### src/rtl/dbgSeqPkg.sv
package dbgSeqPkg;

  typedef struct packed {
    logic snap;   // freeze visibility register and launch the memory read
    logic shift;  // advance the shadow buffer by one bit
  } seqStrobeT;

  typedef enum logic [1:0] {
    ST_WAIT,
    ST_TURN_IN,
    ST_SEND,
    ST_TURN_OUT
  } seqStateT;

endpackage

### src/rtl/dbgEdgeSync.sv
module dbgEdgeSync #(
  parameter int STAGES = 2
) (
  input  logic sysClk,
  input  logic rstN,
  input  logic dbgClk,
  input  logic dbgDataIn,
  output logic hostRise,
  output logic hostFall,
  output logic hostBit
);

  logic [STAGES-1:0] clkPipe;
  logic [STAGES-1:0] dataPipe;
  logic              clkPrev;

  always_ff @(posedge sysClk or negedge rstN) begin
    if (!rstN) begin
      clkPipe  <= '0;
      dataPipe <= '0;
      clkPrev  <= 1'b0;
    end else begin
      clkPipe  <= {clkPipe[STAGES-2:0], dbgClk};
      dataPipe <= {dataPipe[STAGES-2:0], dbgDataIn};
      clkPrev  <= clkPipe[STAGES-1];
    end
  end

  assign hostRise = clkPipe[STAGES-1] & ~clkPrev;
  assign hostFall = ~clkPipe[STAGES-1] & clkPrev;
  assign hostBit  = dataPipe[STAGES-1];

  a_r2_edges_exclusive: assert property (@(posedge sysClk) disable iff (!rstN)
    !(hostRise && hostFall));

endmodule

### src/rtl/seqRdCtrl.sv
module seqRdCtrl
  import dbgSeqPkg::*;
#(
  parameter int          DATA_W   = 32,
  parameter int          CMD_W    = 2,
  parameter logic [CMD_W-1:0] CMD_CODE = '1
) (
  input  logic      sysClk,
  input  logic      rstN,
  input  logic      hostRise,
  input  logic      hostFall,
  input  logic      hostBit,
  output seqStrobeT strb,
  output logic      driveEn
);

  localparam int BIT_W     = $clog2(DATA_W);
  localparam int CMD_CNT_W = (CMD_W > 1) ? $clog2(CMD_W) : 1;

  seqStateT             state;
  logic [CMD_W-1:0]     cmdSh;
  logic [CMD_W-1:0]     cmdNext;
  logic [CMD_CNT_W-1:0] cmdCnt;
  logic [BIT_W-1:0]     bitIdx;
  logic                 seenRise;
  logic                 lastCmdBit;
  logic                 lastDataBit;

  assign cmdNext     = (cmdSh << 1) | CMD_W'(hostBit);
  assign lastCmdBit  = (cmdCnt == CMD_CNT_W'(CMD_W - 1));
  assign lastDataBit = (bitIdx == BIT_W'(DATA_W - 1));

  always_comb begin
    strb       = '0;
    strb.snap  = (state == ST_WAIT) && hostRise && lastCmdBit && (cmdNext == CMD_CODE);
    strb.shift = (state == ST_SEND) && hostFall && !lastDataBit;
  end

  always_ff @(posedge sysClk or negedge rstN) begin
    if (!rstN) begin
      state    <= ST_WAIT;
      cmdSh    <= '0;
      cmdCnt   <= '0;
      bitIdx   <= '0;
      seenRise <= 1'b0;
      driveEn  <= 1'b0;
    end else begin
      case (state)
        ST_WAIT: begin
          if (hostRise) begin
            if (lastCmdBit) begin
              cmdSh  <= '0;
              cmdCnt <= '0;
              if (cmdNext == CMD_CODE) begin
                state    <= ST_TURN_IN;
                seenRise <= 1'b0;
              end
            end else begin
              cmdSh  <= cmdNext;
              cmdCnt <= cmdCnt + 1'b1;
            end
          end
        end
        ST_TURN_IN: begin
          if (hostRise) seenRise <= 1'b1;
          if (hostFall && seenRise) begin
            driveEn <= 1'b1;
            bitIdx  <= '0;
            state   <= ST_SEND;
          end
        end
        ST_SEND: begin
          if (hostFall) begin
            if (lastDataBit) begin
              driveEn  <= 1'b0;
              seenRise <= 1'b0;
              state    <= ST_TURN_OUT;
            end else begin
              bitIdx <= bitIdx + 1'b1;
            end
          end
        end
        ST_TURN_OUT: begin
          if (hostRise) seenRise <= 1'b1;
          if (hostFall && seenRise) begin
            seenRise <= 1'b0;
            state    <= ST_WAIT;
          end
        end
        default: state <= ST_WAIT;
      endcase
    end
  end

  a_r3_drive_on_fall: assert property (@(posedge sysClk) disable iff (!rstN)
    $rose(driveEn) |-> $past(hostFall));

  a_r7_release_on_fall: assert property (@(posedge sysClk) disable iff (!rstN)
    $fell(driveEn) |-> $past(hostFall));

  a_r4_shift_while_driving: assert property (@(posedge sysClk) disable iff (!rstN)
    strb.shift |-> driveEn);

  a_r2_snap_when_idle: assert property (@(posedge sysClk) disable iff (!rstN)
    strb.snap |-> !driveEn);

endmodule

### src/rtl/seqRdDatapath.sv
module seqRdDatapath
  import dbgSeqPkg::*;
#(
  parameter int                DATA_W    = 32,
  parameter int                ADDR_W    = 24,
  parameter int                ADDR_STEP = 4,
  parameter logic [DATA_W-1:0] VIS_INIT  = '0,
  parameter logic [ADDR_W-1:0] PTR_INIT  = '0
) (
  input  logic              sysClk,
  input  logic              rstN,
  input  seqStrobeT         strb,
  output logic              dataBit,
  output logic              memReq,
  output logic [ADDR_W-1:0] memAddr,
  input  logic [DATA_W-1:0] memRdData
);

  localparam logic [ADDR_W-1:0] STEP = ADDR_W'(ADDR_STEP);

  logic [DATA_W-1:0] visReg;
  logic [DATA_W-1:0] shadow;
  logic [ADDR_W-1:0] ptr;
  logic              rdPend;

  always_ff @(posedge sysClk or negedge rstN) begin
    if (!rstN) begin
      shadow <= '0;
    end else if (strb.snap) begin
      shadow <= visReg;
    end else if (strb.shift) begin
      shadow <= shadow >> 1;
    end
  end

  always_ff @(posedge sysClk or negedge rstN) begin
    if (!rstN) begin
      ptr     <= PTR_INIT;
      memReq  <= 1'b0;
      memAddr <= '0;
      rdPend  <= 1'b0;
      visReg  <= VIS_INIT;
    end else begin
      memReq <= strb.snap;
      rdPend <= memReq;
      if (strb.snap) begin
        memAddr <= ptr;
        ptr     <= ptr + STEP;
      end
      if (rdPend) visReg <= memRdData;
    end
  end

  assign dataBit = shadow[0];

  a_r5_single_cycle_req: assert property (@(posedge sysClk) disable iff (!rstN)
    memReq |=> !memReq);

  a_r5_ptr_step: assert property (@(posedge sysClk) disable iff (!rstN)
    (ptr != $past(ptr)) |-> (ptr == $past(ptr) + STEP));

  a_r4_shadow_hold: assert property (@(posedge sysClk) disable iff (!rstN)
    (!strb.snap && !strb.shift) |=> $stable(shadow));

  a_r6_reload_after_req: assert property (@(posedge sysClk) disable iff (!rstN)
    (visReg != $past(visReg)) |-> $past(memReq, 2));

endmodule

### src/rtl/dbgSeqReadPort.sv
module dbgSeqReadPort
  import dbgSeqPkg::*;
#(
  parameter int                DATA_W      = 32,
  parameter int                ADDR_W      = 24,
  parameter int                ADDR_STEP   = 4,
  parameter int                SYNC_STAGES = 2,
  parameter logic [DATA_W-1:0] VIS_INIT    = '0,
  parameter logic [ADDR_W-1:0] PTR_INIT    = '0
) (
  input  logic              sysClk,
  input  logic              rstN,
  input  logic              dbgClk,
  input  logic              dbgDataIn,
  output logic              dbgDataOut,
  output logic              dbgDataOe,
  output logic              memReq,
  output logic [ADDR_W-1:0] memAddr,
  input  logic [DATA_W-1:0] memRdData
);

  logic      hostRise;
  logic      hostFall;
  logic      hostBit;
  seqStrobeT strb;

  dbgEdgeSync #(.STAGES(SYNC_STAGES)) uSync (
    .sysClk   (sysClk),
    .rstN     (rstN),
    .dbgClk   (dbgClk),
    .dbgDataIn(dbgDataIn),
    .hostRise (hostRise),
    .hostFall (hostFall),
    .hostBit  (hostBit)
  );

  seqRdCtrl #(.DATA_W(DATA_W), .CMD_W(2), .CMD_CODE(2'b11)) uCtrl (
    .sysClk  (sysClk),
    .rstN    (rstN),
    .hostRise(hostRise),
    .hostFall(hostFall),
    .hostBit (hostBit),
    .strb    (strb),
    .driveEn (dbgDataOe)
  );

  seqRdDatapath #(
    .DATA_W   (DATA_W),
    .ADDR_W   (ADDR_W),
    .ADDR_STEP(ADDR_STEP),
    .VIS_INIT (VIS_INIT),
    .PTR_INIT (PTR_INIT)
  ) uData (
    .sysClk   (sysClk),
    .rstN     (rstN),
    .strb     (strb),
    .dataBit  (dbgDataOut),
    .memReq   (memReq),
    .memAddr  (memAddr),
    .memRdData(memRdData)
  );

endmodule

### config.mk
export PLATFORM = sky130hd
export DESIGN_NAME = dbgSeqReadPort
export DESIGN_NICKNAME = d
export VERILOG_FILES = /design/src/rtl/dbgSeqPkg.sv /design/src/rtl/dbgEdgeSync.sv /design/src/rtl/seqRdCtrl.sv /design/src/rtl/seqRdDatapath.sv /design/src/rtl/dbgSeqReadPort.sv
export SDC_FILE = /design/constraint.sdc
export NUM_CORES = 1
export LEC_CHECK = 0
export BUFFER_PORTS_ARGS = -buffer_cell sky130_fd_sc_hd__buf_2
export CELL_PAD_IN_SITES_DETAIL_PLACEMENT = 1
export CELL_PAD_IN_SITES_GLOBAL_PLACEMENT = 2
export CORE_UTILIZATION = 30
export CTS_CLUSTER_SIZE = 10
export DETAILED_ROUTE_END_ITERATION = 7
export PLACE_DENSITY_LB_ADDON = 0.1
export RECOVER_POWER = 25
export SLEW_MARGIN = 20
export SYNTH_ARGS = -nofsm -noshare
export SYNTH_HDL_FRONTEND = slang
export SYNTH_SLANG_ARGS = --single-unit
### constraint.sdc
create_clock -name sysClk -period 3.2 [get_ports sysClk]
set_input_delay 0.64 -clock sysClk [delete_from_list [all_inputs] [get_ports sysClk]]
set_output_delay 0.64 -clock sysClk [all_outputs]
set_load 0.02 [all_outputs]
== Word level (Yosys, flattened, before mapping) ==
Cells that the tools add are included.

* Bits in registers: 130
* Output and inout port bits: 27
* Logic and storage cells: 77

* $add $sub $neg: 3
* Equality and inequality tests: 13
* Mux-type cells: 26
* Bitwise logic cells: 5
* Reduce and logical (&&, ||, !) cells: 15

{| class="wikitable"
|+ Operators with widths
! operator !! count
|-
| 32-bit two-way mux || 2
|-
| 24-bit by 3-bit adder with 24-bit output, second input constant || 1
|-
| 5-bit two-way mux || 3
|-
| 2-bit two-way mux || 7
|-
| 2-bit by 1-bit != test with 1-bit output, second input constant || 6
|-
| 1-bit two-way mux || 10
|-
| 5-bit case mux with 2 select lines || 1
|-
| 2-bit case mux with 4 select lines || 1
|-
| 4-bit AND reduction || 2
|-
| 7-bit AND reduction || 1
|-
| 2-bit equality test, second input constant || 3
|-
| 1-bit logical AND || 6
|-
| 5-bit by 1-bit adder with 5-bit output, second input constant || 1
|-
| 5-bit equality test, second input constant || 1
|-
| 5-bit AND reduction || 1
|-
| 2-bit != test, second input constant || 2
|-
| 1-bit case mux with 4 select lines || 1
|-
| 2-bit nonzero test || 2
|-
| 1-bit bitwise AND || 2
|-
| 2-bit by 1-bit equality test with 1-bit output, second input constant || 1
|-
| 2-bit logical NOT || 1
|-
| 1-bit inverter || 2
|-
| 2-bit by 1-bit OR with 2-bit output || 1
|-
| 1-bit case mux with 2 select lines || 1
|-
| 3 further kinds || 3
|}

== Depth between registers and ports, before layout ==
Gate-level depths: netlist of run 1.

* Depth after elaboration: 6
* Depth in mapped cells: 8
* Depth with buffers taken out: 7

== By module ==
A second synthesis of run 1 with hierarchy kept.

* Cells, all modules: 415
* Area, all modules: 5340.1 um^2

{| class="wikitable"
|+ Modules (own cells, without submodules)
! module !! times used !! cells each !! area an instance (um^2)
|-
| seqRdDatapath || 1 || 336 || 4481.8
|-
| seqRdCtrl || 1 || 72 || 718.2
|-
| dbgEdgeSync || 1 || 7 || 140.1
|}

== Worst setup path after synthesis of run 1 ==
OpenSTA, ideal clock, no wires.

* Path type: reg2reg
* Start: register uCtrl.bitIdx[0]
* End: register uCtrl.state[1]
* Library setup time: 0.125 ns
* Data arrival time: 1.884 ns
* Required time: 3.075 ns
* Setup slack: 1.192 ns
* Stages on the path, launching flop included: 8
* Clock period less this slack: 2.008 ns
* Cell sequence: dfrtp_1 > ha_1 > and3_1 > ha_1 > and4bb_2 > a211oi_1 > nor2_1 > mux2_2

* Word-level cells in the longest chain between the ends: 3

{| class="wikitable"
|+ RTL lines
! what !! RTL line !! source
|-
| start: declaration || seqRdCtrl.sv:24 || <nowiki>logic [BIT_W-1:0] bitIdx;</nowiki>
|-
| start signal: assignment || seqRdCtrl.sv:79 || <nowiki>bitIdx <= bitIdx + 1'b1;</nowiki>
|-
| 5-bit equality test || seqRdCtrl.sv:31 || <nowiki>assign lastDataBit = (bitIdx == BIT_W'(DATA_W - 1));</nowiki>
|-
| 2-bit by 1-bit != test with 1-bit output (no line) || n/a ||
|-
| 7-bit AND reduction (no line) || n/a ||
|-
| end signal: assignment || seqRdCtrl.sv:41 || <nowiki>state <= ST_WAIT;</nowiki>
|-
| end signal: assignment || seqRdCtrl.sv:55 || <nowiki>state <= ST_TURN_IN;</nowiki>
|-
| end signal: assignment || seqRdCtrl.sv:69 || <nowiki>state <= ST_SEND;</nowiki>
|-
| end: declaration || seqRdCtrl.sv:20 || <nowiki>seqStateT state;</nowiki>
|}

Every way passes these cells.
A chain may end at the register's enable or synchronous reset.

==> impl_metrics.ini, run 1 <==
[status]
run_status = finished, violations left
violations = capacitance limit, slew limit

[grt]
overflow = 0
grt_max_degree = 58
grt_antenna_before_repair = 0
grt_pass1_vias = 3607
grt_first_pass_wirelength_mm = 18.72
grt_usage_pct = 13.48

[cells_and_area]
final_cells = 722
multiInputGateArea_sq_um = 2071
layout-drive-gt1-share_pct = 32.60
num-nets-final = 528
final_design_area_no_fill_sq_um = 6506
antenna_cells = 0
flow.area_growth_from_synthesis_pct = 21.89
layout.cells.most_common_list = 126 x dfrtp_1, 59 x buf_2, 56 x mux2_2
layout.cells.most_common = dfrtp_1
fillerInstances = 1849
sequential_cell_area_sq_um = 3153

[clocking]
cts_tree = done
numClockSinks = 126
cts.repair.resized = 0
cts-hold-fix-buffers = 0
cts-buffers-inserted = 17
cts-htree-levels = 4
cts_setup_buffers = 0
clk_transition_reported_paths_ns = 0.06
max-clock-path-buffers = 2
clk-insertion-delay-late_ns = 0.41
root_buffer = clkbuf_16

[route]
drtPass1Iterations = 4
dr.first_iter.drc_count = 135
num_vias = 3342
wl_per_cell_um = 15.12
via_per_inst = 4.629
totalWireLength_mm = 10.92
drt.antenna.violating_nets = 0
post-route-drc-count = 0

[placed_design]
place.detailed.hpwl_mm = 7.177
post-place-cells = 690
placed_area_sq_um = 5917
port-buffer-count = 60
final_weighted_congestion_in_routability_driven_placement = 0.6803

[pwr]
power_leakage_nw = 3.060
power_per_cell_area_nw_per_um2 = 708.8
ir_worst_vdd_mv = 0.3603

[timing]
timing_hold_violations_final = 0
finalCriticalPeriod_ns = 2.336
fmax_mhz = 428.1
timing.final.setup_violations = 0
post-route-period-util_pct = 73.00
holdWs_ns = 0.3359
worst_slew_pin_slew_ns = 2.267
worst_slew_margin_rel_pct = -51.15
rsz_0062_raised_after_global_routing = no
timing.clock.skew_ns = 0.008682
slew_viol_final = 39
setup_tns_ns = 0

[job]
max_cap_violations = 1

[synthesis]
synth.yosys.seq_area_share_pct = 59.07
synth_edf_count = 0
synth_async_sr_flop_share_pct = 100.0
flip_flop_cell_with_the_highest_count_after_synthesis = dfrtp_1
syn_inst = 420
syn-cell-area_sq_um = 5338
yosysTopAreaCell = dfrtp_1
synth_area_per_cell_sq_um = 12.71
yosysWarningCount = 0
netlist.area_leader.share_pct = 59.07
synth-seq-cells = 126
synth_cell_types = 40
yosys-top-cells-area = dfrtp_1 59%, mux2_2 12%, mux2i_1 5.8%

[floorplanning]
boundaryPins = 63
die_area_sq_um = 18330
coreArea_sq_um = 17360
floorplan.die.height_um = 135.4
start_util_pct = 30.75
floorplan.die.width_um = 135.4
fp-row-count = 48

[worst_hold_path]
holdCritPathClass = input port to flip-flop

[setup_path]
crit_path_max_incr_delay_ns = 1.58
critPathTopFamily = buffers and inverters
r2r_setup_slack_ns = 0.95
cp-end-kind = asynchronous set/reset pin
slowest_stage = clkbuf_1
crit_required_ns = 3.74
crit_path_start_kind = input port
cp_num_buf_inv = 2
setup.worst_path.class = input port to asynchronous set/reset pin
worstPathMaxFanout = 39
worstPathArrival_ns = 2.88
worstPathCellList = clkbuf_1 > buf_4
-- Yosys cell counts, drive strengths merged, types with 2 or more instances --
cell type	n
nand2	47
a22o	2
dfrtp	126
nor2	6
mux2i	31
xor2	5
clkbuf	9
a211oi	2
nor3b	3
nor3	3
buf	13
nand2b	7
nand3	11
nand4	6
and4	4
and3	5
ha	8
xnor2	17
o21ai	38
inv	6
mux2	56
nor4	2
-- cell families (layout without fill, tap and decap cells) --
logic type | count (synthesis) | count (layout) | share of synthesized area [%]
DFF | 126 | 126 | 59.07
muxes | 87 | 87 | 17.63
other | 1 | 2 | 0.07026
buffers and inverters | 28 | 104 | 2.438
and+or+nand+nor | 101 | 101 | 10.41
adders and majority gates | 8 | 8 | 1.875
AOI/OAI and AO/OA | 47 | 47 | 4.899
xor gates and xnor gates | 22 | 22 | 3.610
-- registers in the layout, summed over array words and instances, names as in the netlist, 2 cells and up --
name,flops
uCtrl.bitIdx,5
uCtrl.state,2
uData.memAddr,22
uData.ptr,22
uData.shadow,32
uData.visReg,32
uSync.clkPipe,2
uSync.dataPipe,2
-- area by class of cell --
class	count	area share, %
multi-input cells	267	31.83
well taps	225	4.327
clock buffers	18	6.750
clock inverters	14	2.423
repair buffers	66	5.865
inverters	6	0.3462
flip-flops and latches	126	48.46
-- metrics by stage --
step | util, % | power [mW] | setup WS [ns]
after global routing | 37.49 | 4.885 | 0.3849
after detailed placement | 34.09 | 2.720 | 0.9103
after CTS | 37.53 | 4.701 | 0.9053
final | 37.49 | 4.612 | 0.8641
after global placement | 34.09 | 2.682 | 0.9834
after floorplan | - | 2.513 | 1.192
-- metal layers --
layer / vias up / share of wire, % / routed length (um) / track usage (%)
li1: 1591 / - / - / -
met1: 1694 / 48 / 5284 / 17.94
met2: 48 / 46 / 5055 / 20.26
met3: 9 / 4.3 / 471 / 4.938
met4: 0 / 0.98 / 107 / 4.307
met5: - / 0 / 0 / 0
-- power breakdown --
group	leakage, nW	switching [mW]	total [mW]	internal, mW
registers	1.72	0.179	2.05	1.87
clock network	0.278	0.758	1.94	1.18
logic	1.06	0.298	0.621	0.323
total	3.06	1.23	4.61	3.38
-- path summary, 6_finish.rpt --
| path | from | endpoint | cells after the start |
|---|---|---|---|
| min in group asynchronous | rstN | uData.memAddr[15] | 1 |
| worst max-delay path | rstN | uData.visReg[3] | 2 |
| max in group sysClk | uCtrl.bitIdx[0] | uData.shadow[28] | 7 |
| worst max register to register | uCtrl.bitIdx[0] | uData.shadow[28] | 7 |
| worst min-delay path | dbgDataIn | uSync.dataPipe[0] | 1 |
| worst min register to register | uSync.dataPipe[0] | uSync.dataPipe[1] | 0 |
Note: power is estimated with default switching activity, not from simulation.
==> run 2, diff against run 1 <==
==> constraint.sdc (replaced) <==
create_clock -name sysClk -period 1.9 [get_ports sysClk]
set_input_delay 0.38 -clock sysClk [delete_from_list [all_inputs] [get_ports sysClk]]
set_output_delay 0.38 -clock sysClk [all_outputs]
set_load 0.02 [all_outputs]
==> impl_metrics.ini, run 2 (synthesized netlist as in run 1, its figures left out) <==
[placed_design]
port-buffer-count = 60
placed_area_sq_um = 6163
final_weighted_congestion_in_routability_driven_placement = 0.7280
post-place-cells = 716
dp_slack_ns = -0.1217
place.detailed.hpwl_mm = 7.846

[setup_path]
crit_path_max_incr_delay_ns = 0.39
worstReg2RegStart = uCtrl.bitIdx[0]
setup.worst_path.start = uCtrl.bitIdx[0]
setup.worst_path.class = flip-flop to flip-flop
critPathTopFamily = flip-flops
worstPathMaxFanout = 8
worstPathCellList = ha_2 > and3_4 > ha_4 > nor3b_2 > buf_6 > buf_12 > mux2i_2 > o21ai_1
slowest_stage = dfrtp_1
worstPathArrival_ns = 2.20
cp-end-kind = flip-flop
cp_num_buf_inv = 2
crit_path_start_kind = flip-flop
crit_required_ns = 2.19

[cells_and_area]
multiInputGateArea_sq_um = 2172
sequential_cell_area_sq_um = 3153
layout.cells.most_common_list = 126 x dfrtp_1, 58 x buf_2, 56 x mux2_2
layout.cells.most_common = dfrtp_1
flow.area_growth_from_synthesis_pct = 32.09
antenna_cells = 0
layout-drive-gt1-share_pct = 39.74
final_cells = 761
fillerInstances = 1838
layout_top_registers = uData.shadow x32, uData.visReg x32
num-nets-final = 568
final_util_pct = 40.62
final_design_area_no_fill_sq_um = 7051

[timing]
timing.clock.skew_ns = 0.007653
timing_hold_violations_final = 0
setup_ws_ns = -0.006117
setup_tns_ns = -0.006117
timing.final.setup_violations = 1
post-route-period-util_pct = 100.3
fmax_mhz = 524.6
holdWs_ns = 0.08477
worst_slew_margin_rel_pct = 58.36
rsz_0062_raised_after_global_routing = yes
finalCriticalPeriod_ns = 1.906
slew_viol_final = 0
worst_slew_pin_slew_ns = 0.6246

[grt]
grt_antenna_before_repair = 0
grt_max_degree = 42
grt_first_pass_wirelength_mm = 19.95
grt_usage_pct = 14.24
overflow = 0
grt_pass1_vias = 3849

[route]
post-route-drc-count = 0
num_vias = 3563
drtPass1Iterations = 4
via_per_inst = 4.682
totalWireLength_mm = 11.76
drt.antenna.violating_nets = 0
dr.first_iter.drc_count = 121
wl_per_cell_um = 15.45

[floorplanning]
boundaryPins = 63
floorplan.die.height_um = 135.4
die_area_sq_um = 18330
coreArea_sq_um = 17360
floorplan.die.width_um = 135.4
fp-row-count = 48
start_util_pct = 30.75

[pwr]
power_leakage_nw = 3.352
power_per_cell_area_nw_per_um2 = 1186
power.total_mw = 8.362
ir_worst_vdd_mv = 0.6672

[clocking]
cts-buffers-inserted = 17
max-clock-path-buffers = 2
clk_transition_reported_paths_ns = 0.06
numClockSinks = 126
root_buffer = clkbuf_16
cts_tree = done
cts-htree-levels = 4
clk-insertion-delay-late_ns = 0.41

[worst_hold_path]
holdCritPathClass = input port to flip-flop
timing.hold.worst.start = dbgDataIn

[status]
run_status = finished, violations left
violations = setup timing

[job]
max_cap_violations = 0
## run 2: cell count changes in the layout (fill, tap and decap cells not counted), sizes merged
cell         change
inv              -5
bufinv           +2
dlygate4sd3      +1
clkinvlp         -3
clkbuf           +7
clkinv           +2
buf             +35
## run 2: what timing repair did
action	in CTS	in global routing
hold buffers	1	0
gates resized for setup	10	39
hold endpoints to repair	19	0
endpoints found under the setup margin	31	73
gates cloned	1	1
buffers inserted	2	9
pin swaps	1	5
## run 2: layout make-up
cell class                 count  share of cell area, %
timing repair buffer         106                  11.32
clock inverter                10                  2.307
clock buffer                  21                  6.531
inverter                       6                 0.3194
tap                          225                  3.993
sequential                   126                  44.72
multi-input combinational    267                  30.81
## run 2: worst paths after layout
check | end | cells past startpoint | slack [ns]
max | uData.shadow[2] | 8 | -0.006
min | uSync.dataPipe[0] | 1 | 0.08
max reg2reg | uData.shadow[2] | 8 | -0.006
min reg2reg | uSync.dataPipe[1] | 0 | 0.35
max in group asynchronous | uData.memAddr[21] | 3 | 0.39
min in group asynchronous | uCtrl.bitIdx[3] | 2 | 0.52
## run 2: layer usage
metal / wire [um] / global-route usage [%] / vias to the layer above
met5: 0 / 0 / -
li1: - / - / 1677
met4: 179 / 5.993 / 0
met1: 5459 / 18.24 / 1823
met2: 5762 / 22.71 / 48
met3: 358 / 3.741 / 15
## run 2: where the power goes
part           leakage, nW  internal [mW]  switching, mW
Sequential            1.72           3.16          0.306
Combinational         1.33          0.833          0.639
Clock                0.299           2.26           1.17
## run 2: worst reg2reg max path, stage by stage (launching register included)
cell and delay, ns:
dfrtp_1 0.39, ha_2 0.20, and3_4 0.19, ha_4 0.17, nor3b_2 0.19, buf_6 0.19, buf_12 0.15, mux2i_2 0.21
o21ai_1 0.10
==> run 3, diff against run 2 <==
--- a/config.mk
+++ b/config.mk
@@ -6,9 +6,10 @@
 export NUM_CORES = 1
 export LEC_CHECK = 0
 export BUFFER_PORTS_ARGS = -buffer_cell sky130_fd_sc_hd__buf_2
+export CAP_MARGIN = 0
 export CELL_PAD_IN_SITES_DETAIL_PLACEMENT = 1
 export CELL_PAD_IN_SITES_GLOBAL_PLACEMENT = 2
-export CORE_UTILIZATION = 30
+export CORE_UTILIZATION = 36
 export CTS_CLUSTER_SIZE = 10
 export DETAILED_ROUTE_END_ITERATION = 7
 export PLACE_DENSITY_LB_ADDON = 0.1
==> impl_metrics.ini, run 3 (synthesized netlist as in run 1, its figures left out) <==
[cells_and_area]
final_cells = 707
layout-drive-gt1-share_pct = 38.43
layout.cells.most_common_list = 126 x dfrtp_1, 59 x buf_2, 56 x mux2_2
layout.cells.most_common = dfrtp_1
flow.area_growth_from_synthesis_pct = 27.40
num-nets-final = 555
fillerInstances = 1538
layout_top_registers = uData.shadow x32, uData.visReg x32
antenna_cells = 0

[grt]
overflow = 0
grt_usage_pct = 15.96
grt_first_pass_wirelength_mm = 18.40
grt_antenna_before_repair = 0
grt_max_degree = 127
grt_pass1_vias = 3651

[job]
max_cap_violations = 1

[route]
num_vias = 3500
drtPass1Iterations = 4
totalWireLength_mm = 11.10
wl_per_cell_um = 15.71
post-route-drc-count = 0
dr.first_iter.drc_count = 118
drt.antenna.violating_nets = 0
via_per_inst = 4.950

[timing]
fmax_mhz = 527.5
post-route-period-util_pct = 99.78
finalCriticalPeriod_ns = 1.896
worst_slew_margin_rel_pct = -18.01
timing.final.setup_violations = 0
setup_tns_ns = 0
worst_slew_pin_slew_ns = 1.770
holdWs_ns = 0.07558
rsz_0062_raised_after_global_routing = yes
timing_hold_violations_final = 0
setup_ws_ns = 0.004196
slew_viol_final = 127
timing.clock.skew_ns = 0.008635

[setup_path]
crit_path_start_kind = flip-flop
cp-end-kind = flip-flop
r2r_setup_slack_ns = 0.004
worstSetupEndpoint = uData.shadow[28]
setup.worst_path.start = uCtrl.bitIdx[0]
worstSetupPathDepth = 8
crit_path_max_incr_delay_ns = 0.38
slowest_stage = dfrtp_1
worstPathCellList = ha_2 > and3_4 > ha_4 > nor3b_4 > buf_6 > buf_12 > nor3b_2 > a221o_1
crit_required_ns = 2.19
cp_num_buf_inv = 2
worst-r2r-cell-count = 8
critPathTopFamily = simple AND/OR/NAND/NOR gates
worstPathMaxFanout = 5
worstReg2RegStart = uCtrl.bitIdx[0]
worstPathArrival_ns = 2.18
regToRegEndpoint = uData.shadow[28]
setup.worst_path.class = flip-flop to flip-flop

[clocking]
cts_tree = done
clk_transition_reported_paths_ns = 0.05
numClockSinks = 126
max-clock-path-buffers = 2
cts-buffers-inserted = 17
cts-hold-fix-buffers = 0
cts-htree-levels = 4
root_buffer = clkbuf_16
clk-insertion-delay-late_ns = 0.41

[worst_hold_path]
holdCritPathClass = input port to flip-flop

[placed_design]
port-buffer-count = 60
dp_slack_ns = -0.1812
post-place-cells = 669
place.detailed.hpwl_mm = 6.867
final_weighted_congestion_in_routability_driven_placement = 0.7037

[pwr]
power.total_mw = 7.918
ir_worst_vdd_mv = 0.6945
power_per_cell_area_nw_per_um2 = 1164
power_leakage_nw = 3.229

[floorplanning]
fp-row-count = 44
floorplan.die.height_um = 123.8
coreArea_sq_um = 14480
die_area_sq_um = 15320
start_util_pct = 36.86
boundaryPins = 63
floorplan.die.width_um = 123.8

[status]
violations = capacitance limit, slew limit
run_status = finished, violations left
run 3: per-layer routing:
layer	global-route usage, %	vias to the layer above	part of all wire [%]
met2	24.44	52	48
met5	0	-	0
li1	-	1643	-
met4	7.229	0	1.5
met3	4.396	12	3.7
met1	21.02	1793	47
run 3: cell type report:
cell class              instances  area [sq um]  share of cell area (%)
multi-input cells             267          2167                   31.87
repair buffers                 93         683.2                   10.05
clock buffers                  24         481.7                   7.084
clock inverters                 7         62.56                  0.9200
well taps                     184         230.2                   3.385
inverters                       6         22.52                  0.3312
flip-flops and latches        126          3153                   46.37
run 3: power by group:
part           switching [mW]  internal, mW
Clock                    1.11          1.88
Sequential              0.300          3.16
Combinational           0.635         0.833
run 3: worst min-delay path by stage:
stage                startpoint                end  slack, ns  cells after the start
2_1_floorplan              rstN    uCtrl.bitIdx[0]       0.08                      0
3_3_place_gp   uSync.clkPipe[0]   uSync.clkPipe[1]       0.33                      0
3_5_place_dp   uSync.clkPipe[0]   uSync.clkPipe[1]       0.34                      0
6_report              dbgDataIn  uSync.dataPipe[0]       0.08                      1
5_1_grt               dbgDataIn  uSync.dataPipe[0]       0.05                      1
4_1_cts               dbgDataIn  uSync.dataPipe[0]       0.05                      1
run 3: per-stage QoR:
step                cell area, sq um  util [%]
finish                          6800     46.97
global route                    6800     46.97
CTS                             6701     46.28
detailed placement              6042     41.73
global placement                6042     41.73
floorplan                       5346         -
run 3: timing repair:
action                     4_1_cts  5_1_grt
pin swaps                        1        0
buffers inserted                 3        0
setup endpoints to repair       39       49
gates cloned                     2        2
gates resized for setup         10       34
